[config.mk]
export PLATFORM = sky130hd
export DESIGN_NAME = age_repl_sel
export DESIGN_NICKNAME = d
export VERILOG_FILES = /design/src/rtl/age_repl_sel.sv
export SDC_FILE = /design/constraint.sdc
export NUM_CORES = 1
export LEC_CHECK = 0
export ABC_AREA = 1
export BUFFER_PORTS_ARGS = -buffer_cell sky130_fd_sc_hd__buf_2
export CORE_ASPECT_RATIO = 0.5
export CORE_MARGIN = 2
export CORE_UTILIZATION = 58
export DETAILED_ROUTE_END_ITERATION = 6
export GPL_TIMING_DRIVEN = 0
export PLACE_DENSITY = 0.79
export SYNTH_ARGS = -nofsm -noshare
export SYNTH_HDL_FRONTEND = slang
export SYNTH_SLANG_ARGS = --single-unit
[constraint.sdc]
create_clock -name clk -period 4.3 [get_ports clk]
set_clock_uncertainty 0.15 [all_clocks]
set_input_delay 0.645 -clock clk [delete_from_list [all_inputs] [get_ports clk]]
set_output_delay 0.645 -clock clk [all_outputs]
set_load 0.01 [all_outputs]
[src/rtl/age_repl_sel.sv]
module age_repl_sel #(
  parameter int SETS = 8,
  parameter int WAYS = 4,
  localparam int SW = (SETS > 1) ? $clog2(SETS) : 1,
  localparam int WW = (WAYS > 1) ? $clog2(WAYS) : 1
) (
  input  logic            clk,
  input  logic            rst_n,
  input  logic            lru_mode,
  input  logic [SW-1:0]   set_idx,
  input  logic [WAYS-1:0] line_valid,
  input  logic            fill_en,
  input  logic            touch_en,
  input  logic [WW-1:0]   touch_way,
  output logic [WW-1:0]   victim_way
);

  logic [WW-1:0] age_q [SETS][WAYS];
  logic          any_free;
  logic [WW-1:0] free_way;
  logic [WW-1:0] old_way;
  logic [WW-1:0] hit_age;

  always_comb begin
    any_free = 1'b0;
    free_way = '0;
    for (int w = WAYS - 1; w >= 0; w--) begin
      if (!line_valid[w]) begin
        any_free = 1'b1;
        free_way = WW'(w);
      end
    end
    old_way = '0;
    for (int w = 1; w < WAYS; w++) begin
      if (age_q[set_idx][w] > age_q[set_idx][old_way]) old_way = WW'(w);
    end
  end

  assign victim_way = any_free ? free_way : old_way;
  assign hit_age    = age_q[set_idx][touch_way];

  always_ff @(posedge clk or negedge rst_n) begin
    if (!rst_n) begin
      for (int s = 0; s < SETS; s++)
        for (int w = 0; w < WAYS; w++)
          age_q[s][w] <= '0;
    end else if (fill_en) begin
      for (int w = 0; w < WAYS; w++) begin
        if (WW'(w) == victim_way)
          age_q[set_idx][w] <= '0;
        else if (line_valid[w])
          age_q[set_idx][w] <= age_q[set_idx][w] + 1'b1;
      end
    end else if (touch_en && lru_mode) begin
      for (int w = 0; w < WAYS; w++) begin
        if (WW'(w) == touch_way)
          age_q[set_idx][w] <= '0;
        else if (line_valid[w] && age_q[set_idx][w] < hit_age)
          age_q[set_idx][w] <= age_q[set_idx][w] + 1'b1;
      end
    end
  end

endmodule


* Word level (Yosys, flattened, before mapping)
Index checks and enable logic that the tools add are counted.
Storage, ports and cells: bits in registers 64, logic and storage cells 144
Operators by class: $add $sub $neg 4, order comparisons 12, equality and inequality tests 6, multiplexer cells 66, bitwise gates (word level) 15, reductions and logical operators 9
Operators by type and width (number):
- 2-to-1 mux 64 bit | 27
- AND 64 bit | 7
- bitwise mux 64 bit | 7
- inverter 64 bit | 4
- demux 8 bit (select 3 bit) | 4
- 2-to-1 mux 2 bit | 14
- binary-select mux 8 bit (select 3 bit) | 1
- 2-to-1 mux 8 bit | 3
- binary-select mux 2 bit (select 2 bit) | 3
- greater-or-equal comparator 3 bit (second input constant) | 3
- inverter 2 -> 3 bit | 3
- adder 2 x 1 -> 2 bit (second input constant) | 4
- == test 2 bit (first input constant) | 4
- less-than comparator 2 bit | 4
- > comparator 2 bit | 3
- logical AND 1 bit | 6
- 2-to-1 mux 6 bit | 1
- 2-to-1 mux 1 bit | 5
- == test 1 x 2 -> 1 bit (first input constant) | 2
- greater-or-equal comparator 4 bit (second input constant) | 1
- logical NOT 2 bit | 2
- less-than comparator 4 x 1 -> 1 bit (second input constant) | 1
- 2-to-1 mux 4 bit | 1
- inverter 3 -> 4 bit | 1
- nonzero test 2 bit | 1

* Longest topological paths before layout
Gate-level depths: netlist of the first run.
depth in word-level cells 34, mapped depth 41

* Worst setup path before layout of the first run
No wires, ideal clock.
path type input port to flip-flop, start point in set_idx[2], end point reg age_q[20] (netlist bit), arrival time 4541 ps, required time 4034 ps, path slack -508 ps, cell stages on the path 33, buffers on the path 3, path through buf_2 -> inv_2 -> nor2_4 -> nand3_1 -> nand2_1 -> inv_2 -> nand2_4 -> clkbuf_1 -> ha_1 -> nand2_1 -> o21ai_1 -> o21ai_0 -> ha_1 -> nand2_1 -> nand2_1 -> inv_1 -> nor2_1 -> nand2_1 -> o211ai_1 -> ha_1 -> inv_1 -> nor2_1 -> o21ai_1 -> nand2_1 -> o21ai_1 -> inv_1 -> nor2_1 -> clkbuf_1 -> o21ai_0 -> nand2_1 -> nand2_1 -> nand2_1 -> nand2_1
On the way: cells in the longest elaborated chain, start to end 34, elaborated cells on any way between the ends 91
RTL lines:
- from (decl) | line 10 | input logic [SW-1:0] set_idx,
- inverter 3 -> 4 bit (implied by the code) * | line 35 | if (age_q[set_idx][w] > age_q[set_idx][old_way]) old_way = WW'(w);
- binary-select mux 8 bit (select 3 bit) * | line 35
- 2-to-1 mux 8 bit (implied by the code) * (2 in series) | line 35
- > comparator 2 bit | line 35
- 2-to-1 mux 1 bit | line 35
- inverter 2 -> 3 bit (implied by the code) | line 35
- binary-select mux 2 bit (select 2 bit) | line 35
- 2-to-1 mux 2 bit (implied by the code) (2 in series) | line 35
- [... 9 more ...]
- net victim_way[1] | line 15 | output logic [WW-1:0] victim_way
- [... 7 more ...]
- bitwise mux 64 bit | line 52 | age_q[set_idx][w] <= age_q[set_idx][w] + 1'b1;
- 2-to-1 mux 64 bit | line 51 | else if (line_valid[w])
- 2-to-1 mux 64 bit | line 49 | if (WW'(w) == victim_way)
- 2-to-1 mux 64 bit | line 47 | end else if (fill_en) begin
- bitwise mux 64 bit | line 52
- 2-to-1 mux 64 bit | line 51
- 2-to-1 mux 64 bit * | line 49
- 2-to-1 mux 64 bit * | line 47
- to (signal, indexed assignment) | line 52
- to (signal, indexed assignment) | line 59 | age_q[set_idx][w] <= age_q[set_idx][w] + 1'b1;
- to (decl) | line 18 | logic [WW-1:0] age_q [SETS][WAYS];
Mark *: on every way through the listed nets, which the timed path passes. The rest lies on a longest branch. The select of a mux whose other input is x is not followed. A chain may end at the register's enable or synchronous reset.

* Worst setup path in the final report of the first run
start point in set_idx[1], end point out victim_way[1]
On the way: cells in the longest elaborated chain, start to end 19
RTL lines:
- inverter 3 -> 4 bit (implied by the code) * | line 35
- binary-select mux 8 bit (select 3 bit) * | line 35
- 2-to-1 mux 8 bit (implied by the code) * (2 in series) | line 35
- > comparator 2 bit | line 35
- 2-to-1 mux 1 bit | line 35
- inverter 2 -> 3 bit (implied by the code) | line 35
- binary-select mux 2 bit (select 2 bit) | line 35
- 2-to-1 mux 2 bit (implied by the code) (2 in series) | line 35
- > comparator 2 bit | line 35
- 2-to-1 mux 2 bit | line 35
- inverter 2 -> 3 bit (implied by the code) | line 35
- binary-select mux 2 bit (select 2 bit) | line 35
- 2-to-1 mux 2 bit (implied by the code) (2 in series) | line 35
- > comparator 2 bit | line 35
- 2-to-1 mux 2 bit * | line 35
- 2-to-1 mux 2 bit * | line 39 | assign victim_way = any_free ? free_way : old_way;
- to (decl) | line 15
Every way passes the cells marked *; elsewhere a longest branch is shown, timed or not. The select of a mux whose other input is x is not followed.

==> impl_summary.log, run 1 <==
[metrics] final design instance area without fill: 0.00747 sq mm
[metrics] min setup slack post-route: -396 ps
[metrics] post-synthesis share of cell area spent on and, or, nand and nor gates: 0.531
[metrics] final core area utilization: 0.720
[metrics] violated checks: negative setup slack
[metrics] Seq cells post-synth: 64
[metrics] outcome: complete, but fails checks
[metrics] post-synthesis compound-gate area fraction: 0.0849
[metrics] required time of the critical path: 3500 ps
[metrics] cell chosen for the clock root: sky130_fd_sc_hd__clkbuf_16
[metrics] Top Registers: age_q (64)
[metrics] Vert. Die Dim: 77.7 um
[metrics] number of nets at the end of the flow: 1192
[metrics] Max clock buf depth: 2
[metrics] Worst-Margin Slew: 972 ps
[metrics] residual DRC count: 0
[metrics] number of instances in the synthesized netlist: 1109
[metrics] share of flip-flops with an asynchronous set or reset: 1.00
[metrics] Hold Fails Final Rpt: 0
[metrics] total half-perimeter wirelength after legalization and detailed placement: 15400 um
[metrics] Final Critical Period: 4700 ps
[metrics] setup repair after global routing missed its margin: true
[metrics] Tot GR Track Use: 0.416
[metrics] crit share post-route: 1.09
[metrics] synthesized-area fraction occupied by xor and xnor cells: 0.0109
[metrics] max cap viols: 0
[metrics] detailed-routed wire length on met3: 3980 um
[metrics] Static Leak: 4.17 nW
[metrics] insertion delay of the later-clocked pin in the worst-skew pair: 350 ps
[metrics] Yosys warnings: 0
[metrics] cell family with the largest share of critical-path delay: simple AND/OR/NAND/NOR gates
[metrics] Floorplan Core Area: 0.0104 sq mm
[metrics] Worst Path Max Fanout: 7
[metrics] mean area per synthesized cell: 5.68 sq um
[metrics] part of the Yosys area used for sequential elements: 0.254
[metrics] pwr dens: 352 mW/mm^2
[metrics] H-tree levels: 3
[metrics] classification of the worst setup path: input port to primary output
[metrics] top-level port count: 16
[metrics] Arrival @ worst endpoint: 3900 ps
[metrics] initial antenna violation count: 0
[metrics] DR vias: 7817
[metrics] final count of pins violating max slew: 0
[metrics] ys flop type: sky130_fd_sc_hd__dfrtp_1
[metrics] aggregate routed wire length: 23800 um
[metrics] number of setup violations in the final report: 51
[metrics] met2 WL post-DR: 9540 um
[metrics] net count after synthesis: 1134
[metrics] first-pass iteration count of the detailed router: 6
[metrics] category of the worst setup path capture point: primary output
[metrics] Buffers on Ports: 12
[metrics] Max Clock Freq: 0.213 GHz
[metrics] slowest library cell on the worst path: sky130_fd_sc_hd__ha_1
[metrics] floorplan die area: 0.0118 sq mm
[metrics] initial standard-cell utilization of the core: 0.607
[metrics] TritonCTS clock tree: done
[metrics] count of buffer and inverter cells on the critical path: 7
[metrics] final antenna-violating net count: 0
[metrics] kind of launch point of the worst setup path: input port
[metrics] proportion of synthesized area in mux cells: 0
[metrics] Horiz. Die Dim: 151 um
[metrics] dpl cell area: 0.00664 sq mm
[metrics] Metal-1 WL: 9220 um
[metrics] hold_buf cts: 0
[metrics] number of antenna repair diodes: 0
[metrics] register containing the most flip-flops in the final layout: age_q
[metrics] routability congestion estimate from global placement: 1.01
[metrics] maximum cell stage delay along the critical path: 340 ps
[metrics] Row Count: 26
[metrics] R2R Setup Slk: -130 ps
[metrics] max layer used: met4
[metrics] detailed router's first-iteration violation count: 1164
[metrics] first-pass GRT wire length: 37100 um
[metrics] worst supply voltage drop on vdd: 240 uV
[metrics] max reg flops: 64
[metrics] vias in the first global route: 7002
[metrics] headroom to the max-slew limit: 0.352
[metrics] clock buffer count from CTS: 9
[metrics] post-CTS clock slew at the launch and capture registers of the worst setup and hold paths: 50 ps
[metrics] grt ovf: 0
[metrics] type of the tightest min-delay check: input port to asynchronous set/reset pin
[metrics] maximum number of pins on one net before global-route repair: 65
[metrics] main combinational cell family by area after synthesis: simple AND/OR/NAND/NOR gates
[metrics] vias per inst: 5.96
[metrics] Routed wire per std cell: 18.1 um
[metrics] distinct cell type count after synthesis: 34
[metrics] mapped cell area: 0.00629 sq mm
[metrics] fraction of the mapped netlist area in adder cells: 0.0219
[metrics] number of enable-type register cells in the synthesized netlist: 0
[metrics] Layout Area Growth over Synthesis: 18.7%
[metrics] number of clock sinks: 64
[metrics] fraction of final layout cells sized beyond drive strength 1: 0.163
[power by group]
part,internal [mW],switching [mW]
registers,0.660,0.0558
logic,0.398,0.688
clock network,0.536,0.290
[placed cells by master, fill, tap and decap left out, types with 9 or more instances in the layout]
master	instances
sky130_fd_sc_hd__nand2_1	614
sky130_fd_sc_hd__nand3_1	123
sky130_fd_sc_hd__dfrtp_1	64
sky130_fd_sc_hd__o21ai_0	48
sky130_fd_sc_hd__buf_4	44
sky130_fd_sc_hd__nand2_2	40
sky130_fd_sc_hd__inv_1	32
sky130_fd_sc_hd__nor2_1	27
sky130_fd_sc_hd__buf_6	19
sky130_fd_sc_hd__clkbuf_1	17
sky130_fd_sc_hd__o21ai_1	13
sky130_fd_sc_hd__nor2_4	11
sky130_fd_sc_hd__inv_2	11
sky130_fd_sc_hd__buf_2	11
sky130_fd_sc_hd__clkinv_1	10
sky130_fd_sc_hd__clkbuf_16	9
[layer usage]
layer,track usage,vias up
met5,0,-
met4,0.158,0
met3,0.126,138
met2,0.597,590
met1,0.584,3486
li1,-,3603
[layout make-up]
cell class	instances	area (sq um)
flip-flops and latches	64	1600
clock inverters	3	65.1
fillers	895	2900
well taps	140	175
inverters	62	265
clock buffers	12	256
repair buffers	48	355
plain buffers	54	444
multi-input cells	928	4310
[per-stage QoR]
stage          instances  hold slack, ps  setup WS, ps  power, mW  setup TNS, ps
2_1_floorplan       1109             199          -181       1.33          -4550
3_3_place_gp        1261             339          -943       1.52         -47110
3_5_place_dp        1261             341          -977       1.54         -49910
4_1_cts             1304             313          -307       2.46          -2450
5_1_grt             1311             361          -511       2.74         -19190
6_report            1311             264          -396       2.63         -10010
[Yosys cell counts (10+ instances only)]
cell type	number	area share
sky130_fd_sc_hd__ha_1	11	0.022
sky130_fd_sc_hd__buf_4	10	0.012
sky130_fd_sc_hd__nand2_2	19	0.019
sky130_fd_sc_hd__clkbuf_1	19	0.011
sky130_fd_sc_hd__clkinv_1	10	0.0060
sky130_fd_sc_hd__buf_6	14	0.025
sky130_fd_sc_hd__nor2_1	32	0.019
sky130_fd_sc_hd__nand2_1	637	0.38
sky130_fd_sc_hd__dfrtp_1	64	0.25
sky130_fd_sc_hd__o21ai_0	59	0.047
sky130_fd_sc_hd__nand3_1	125	0.099
sky130_fd_sc_hd__inv_1	39	0.023
[cell families after synthesis]
| family | after synthesis |
|---|---|
| AO/OA/AOI/OAI | 90 |
| adder cells (fa/ha/maj) | 11 |
| buffers and inverters | 117 |
| XOR/XNOR | 4 |
| AND/OR/NAND/NOR | 823 |
| flip-flops | 64 |
[path summary, 6_finish.rpt]
path | start | end | depth (start not counted)
setup / recovery | set_idx[1] | victim_way[1] | 26
hold / removal | rst_n | age_q[17]$_DFFE_PN0P_ | 1
setup reg to reg | age_q[21]$_DFFE_PN0P_ | age_q[48]$_DFFE_PN0P_ | 33
hold reg to reg | age_q[58]$_DFFE_PN0P_ | age_q[58]$_DFFE_PN0P_ | 2
min in group clk | age_q[58]$_DFFE_PN0P_ | age_q[58]$_DFFE_PN0P_ | 2
max in group asynchronous | rst_n | age_q[15]$_DFFE_PN0P_ | 1
[repair_timing]
| item | 4_1_cts | 5_1_grt |
|---|---|---|
| gates cloned | 0 | 0 |
| setup endpoints to repair | 66 | 66 |
| pin swaps | 27 | 25 |
| buffers inserted | 29 | 7 |
| resized for setup | 36 | 30 |
| hold endpoints to repair | 0 | 0 |
No activity file was read; power rests on OpenSTA's default activity.
==> run 2: changes to the inputs <==
SKIP_LAST_GASP = 1   (was unset)
==> run 2 against run 1 <==
Against the previous run: the run still ends with negative setup slack left; register-to-register slack improved by 30 ps; die area did not move; critical endpoint unchanged; critical path depth did not move; highest routed layer unchanged; flip-flop and latch count did not move; core utilization fell by 0.11 points; setup slack improved by 32 ps; critical path type unchanged.
==> impl_summary.log, run 2 (same netlist as run 1, synthesis figures left out) <==
[metrics] outcome: complete, but fails checks
[metrics] violated checks: negative setup slack
[metrics] first-pass iteration count of the detailed router: 7 (+1)
[metrics] initial standard-cell utilization of the core: 0.607 (unchanged)
[metrics] fraction of final layout cells sized beyond drive strength 1: 0.163 (unchanged)
[metrics] TritonCTS clock tree: done
[metrics] Layout Area Growth over Synthesis: 18.5%
[metrics] insertion delay of the later-clocked pin in the worst-skew pair: 340 ps (about the same)
[metrics] Routed wire per std cell: 18.1 um (-0.16%)
[metrics] hold_buf cts: 0 (unchanged)
[metrics] DR vias: 7788 (-0.37%)
[metrics] pwr dens: 351 mW/mm^2 (-0.12%)
[metrics] final antenna-violating net count: 0 (unchanged)
[metrics] FF/Latch Area: 0.00160 sq mm (unchanged)
[metrics] final count of pins violating max slew: 0 (unchanged)
[metrics] top-level port count: 16 (unchanged)
[metrics] commonest non-fill, non-tap cell in the layout: sky130_fd_sc_hd__nand2_1
[metrics] number of antenna repair diodes: 0 (unchanged)
[metrics] Final Power: 2.62 mW (-0.27%)
[metrics] max reg flops: 64 (unchanged)
[metrics] kind of launch point of the worst setup path: input port
[metrics] number of setup violations in the final report: 53 (+3.9%)
[metrics] critical register-to-register path endpoint: age_q[48]$_DFFE_PN0P_
[metrics] start point of the critical path: set_idx[1]
[metrics] Finished Layout Cells: 1311 (unchanged)
[metrics] initial antenna violation count: 0 (unchanged)
[metrics] Row Count: 26 (unchanged)
[metrics] worst slack after detailed placement: -977 ps (unchanged)
[metrics] maximum number of pins on one net before global-route repair: 65 (unchanged)
[metrics] area taken by multi-input logic gates: 0.00431 sq mm (-0.12%)
[metrics] headroom to the max-slew limit: 0.345 (-0.00678)
[metrics] final design instance area without fill: 0.00746 sq mm (-0.15%)
[metrics] crit path to: victim_way[1]
[metrics] Max Clock Freq: 0.214 GHz (+0.68%)
[metrics] type of the tightest min-delay check: input port to asynchronous set/reset pin
[metrics] Static Leak: 4.16 nW (-0.16%)
[metrics] min setup slack post-route: -364 ps (+31.6 ps)
[metrics] category of the worst setup path capture point: primary output
[metrics] placed instance count: 1261 (unchanged)
[metrics] fill count: 898 (+0.34%)
[metrics] highest-count cells in the layout ignoring fill and taps: sky130_fd_sc_hd__nand2_1 (614), sky130_fd_sc_hd__nand3_1 (123), sky130_fd_sc_hd__dfrtp_1 (64), sky130_fd_sc_hd__o21ai_0 (48), sky130_fd_sc_hd__buf_4 (44)
[metrics] worst supply voltage drop on vdd: 247 uV (+2.9%)
[metrics] R2R Setup Slk: -100 ps (+30 ps)
[metrics] setup repair after global routing missed its margin: true
[metrics] Hold Fails Final Rpt: 0 (unchanged)
[metrics] first-pass GRT wire length: 37100 um (+0.11%)
[metrics] setup TNS after final layout: -8920 ps (+1090 ps)
[metrics] final core area utilization: 0.719 (-0.00109)
[metrics] Tot GR Track Use: 0.416 (about the same)
[metrics] H-tree levels: 3 (unchanged)
[metrics] Horiz. Die Dim: 151 um (unchanged)
[metrics] cell depth of the worst flop-to-flop path: 33 (unchanged)
[metrics] grt ovf: 0 (unchanged)
[metrics] detailed router's first-iteration violation count: 1176 (+1.0%)
[metrics] Vert. Die Dim: 77.7 um (unchanged)
[metrics] dpl cell area: 0.00664 sq mm (unchanged)
[metrics] vias per inst: 5.94 (-0.37%)
[metrics] Floorplan Core Area: 0.0104 sq mm (unchanged)
[metrics] total half-perimeter wirelength after legalization and detailed placement: 15400 um (unchanged)
[metrics] Top Registers: age_q (64)
[metrics] residual DRC count: 0 (unchanged)
[metrics] worst hold-check slack: 268 ps (+4.07 ps)
[metrics] vias in the first global route: 6993 (-0.13%)
[metrics] number of nets at the end of the flow: 1192 (unchanged)
[metrics] Buffers on Ports: 12 (unchanged)
[metrics] cell chosen for the clock root: sky130_fd_sc_hd__clkbuf_16
[metrics] Worst-Margin Slew: 982 ps (+10.2 ps)
[metrics] floorplan die area: 0.0118 sq mm (unchanged)
[metrics] number of clock sinks: 64 (unchanged)
[metrics] max cap viols: 0 (unchanged)
[metrics] register containing the most flip-flops in the final layout: age_q
[metrics] post-CTS clock slew at the launch and capture registers of the worst setup and hold paths: 60 ps (about the same)
[metrics] aggregate routed wire length: 23800 um (-0.16%)
[metrics] routability congestion estimate from global placement: 1.01 (unchanged)
[metrics] required time of the critical path: 3500 ps (about the same)
[metrics] clock buffer count from CTS: 9 (unchanged)
[metrics] Max clock buf depth: 2 (unchanged)
[metrics] Worst Path Max Fanout: 7 (unchanged)
[metrics] crit share post-route: 1.08 (-0.00734)
[metrics] Final Critical Period: 4660 ps (-31.6 ps)
[metrics] Arrival @ worst endpoint: 3870 ps (-30 ps)
[metrics] classification of the worst setup path: input port to primary output
[metrics] reg2reg start: age_q[13]$_DFFE_PN0P_
==> run 2: cell counts in the layout (fill, tap and decap cells not counted) <==
No cell type changed its count.
==> run 2: worst min-delay path by stage <==
| stage | cells after the start | start | slack (ps) | endpoint |
|---|---|---|---|---|
| 3_5_place_dp | 2 | age_q[58]$_DFFE_PN0P_ | 340 | age_q[58]$_DFFE_PN0P_ |
| 4_1_cts | 1 | rst_n | 310 | age_q[17]$_DFFE_PN0P_ |
| 6_report | 1 | rst_n | 270 | age_q[17]$_DFFE_PN0P_ |
| 2_1_floorplan | 0 | rst_n | 200 | age_q[0]$_DFFE_PN0P_ |
| 3_3_place_gp | 2 | age_q[63]$_DFFE_PN0P_ | 340 | age_q[63]$_DFFE_PN0P_ |
| 5_1_grt | 1 | rst_n | 360 | age_q[25]$_DFFE_PN0P_ |
==> run 2: critical path, stage by stage <==
cell                       delay, ps
sky130_fd_sc_hd__buf_6           110
sky130_fd_sc_hd__buf_8           140
sky130_fd_sc_hd__nor2_4          220
sky130_fd_sc_hd__nand3_2         110
sky130_fd_sc_hd__nand2_2         110
sky130_fd_sc_hd__nor2_4           50
sky130_fd_sc_hd__buf_6           120
sky130_fd_sc_hd__ha_4            220
sky130_fd_sc_hd__nand2_2          80
sky130_fd_sc_hd__o21ai_4          70
sky130_fd_sc_hd__o21ai_2         190
sky130_fd_sc_hd__ha_4            240
sky130_fd_sc_hd__nand2_2          90
sky130_fd_sc_hd__nand2_4          80
sky130_fd_sc_hd__inv_2            70
sky130_fd_sc_hd__nor2_4           30
sky130_fd_sc_hd__nand2_1          50
sky130_fd_sc_hd__o211ai_1         90
sky130_fd_sc_hd__ha_1            340
sky130_fd_sc_hd__inv_2            80
sky130_fd_sc_hd__nor2_4           40
sky130_fd_sc_hd__o21ai_4         140
sky130_fd_sc_hd__nand2_2          90
sky130_fd_sc_hd__o21ai_4         200
sky130_fd_sc_hd__inv_2            90
sky130_fd_sc_hd__buf_2           150
==> run 2: per-layer routing <==
layer	GRT usage	wire (um)
met2	0.598	9470
met1	0.585	9310
met4	0.155	1060
met5	0	0
met3	0.126	3910
==> run 2: power breakdown <==
group	switching, mW	total [mW]	internal (mW)
combinational	0.683	1.08	0.397
sequential	0.0558	0.716	0.660
clock	0.289	0.825	0.536
==> run 2: layout make-up <==
class | count | share of cell area
repair buffers | 48 | 0.0468
well taps | 140 | 0.0235
clock inverters | 3 | 0.00872
multi-input cells | 928 | 0.577
flip-flops and latches | 64 | 0.215
inverters | 62 | 0.0355
clock buffers | 12 | 0.0344
plain buffers | 54 | 0.0595
==> run 2: timing repair <==
action                                  in CTS  in global routing
pin swaps                                   27                 25
buffers inserted                            29                  7
endpoints found under the setup margin      66                 66
resized for setup                           35                 29
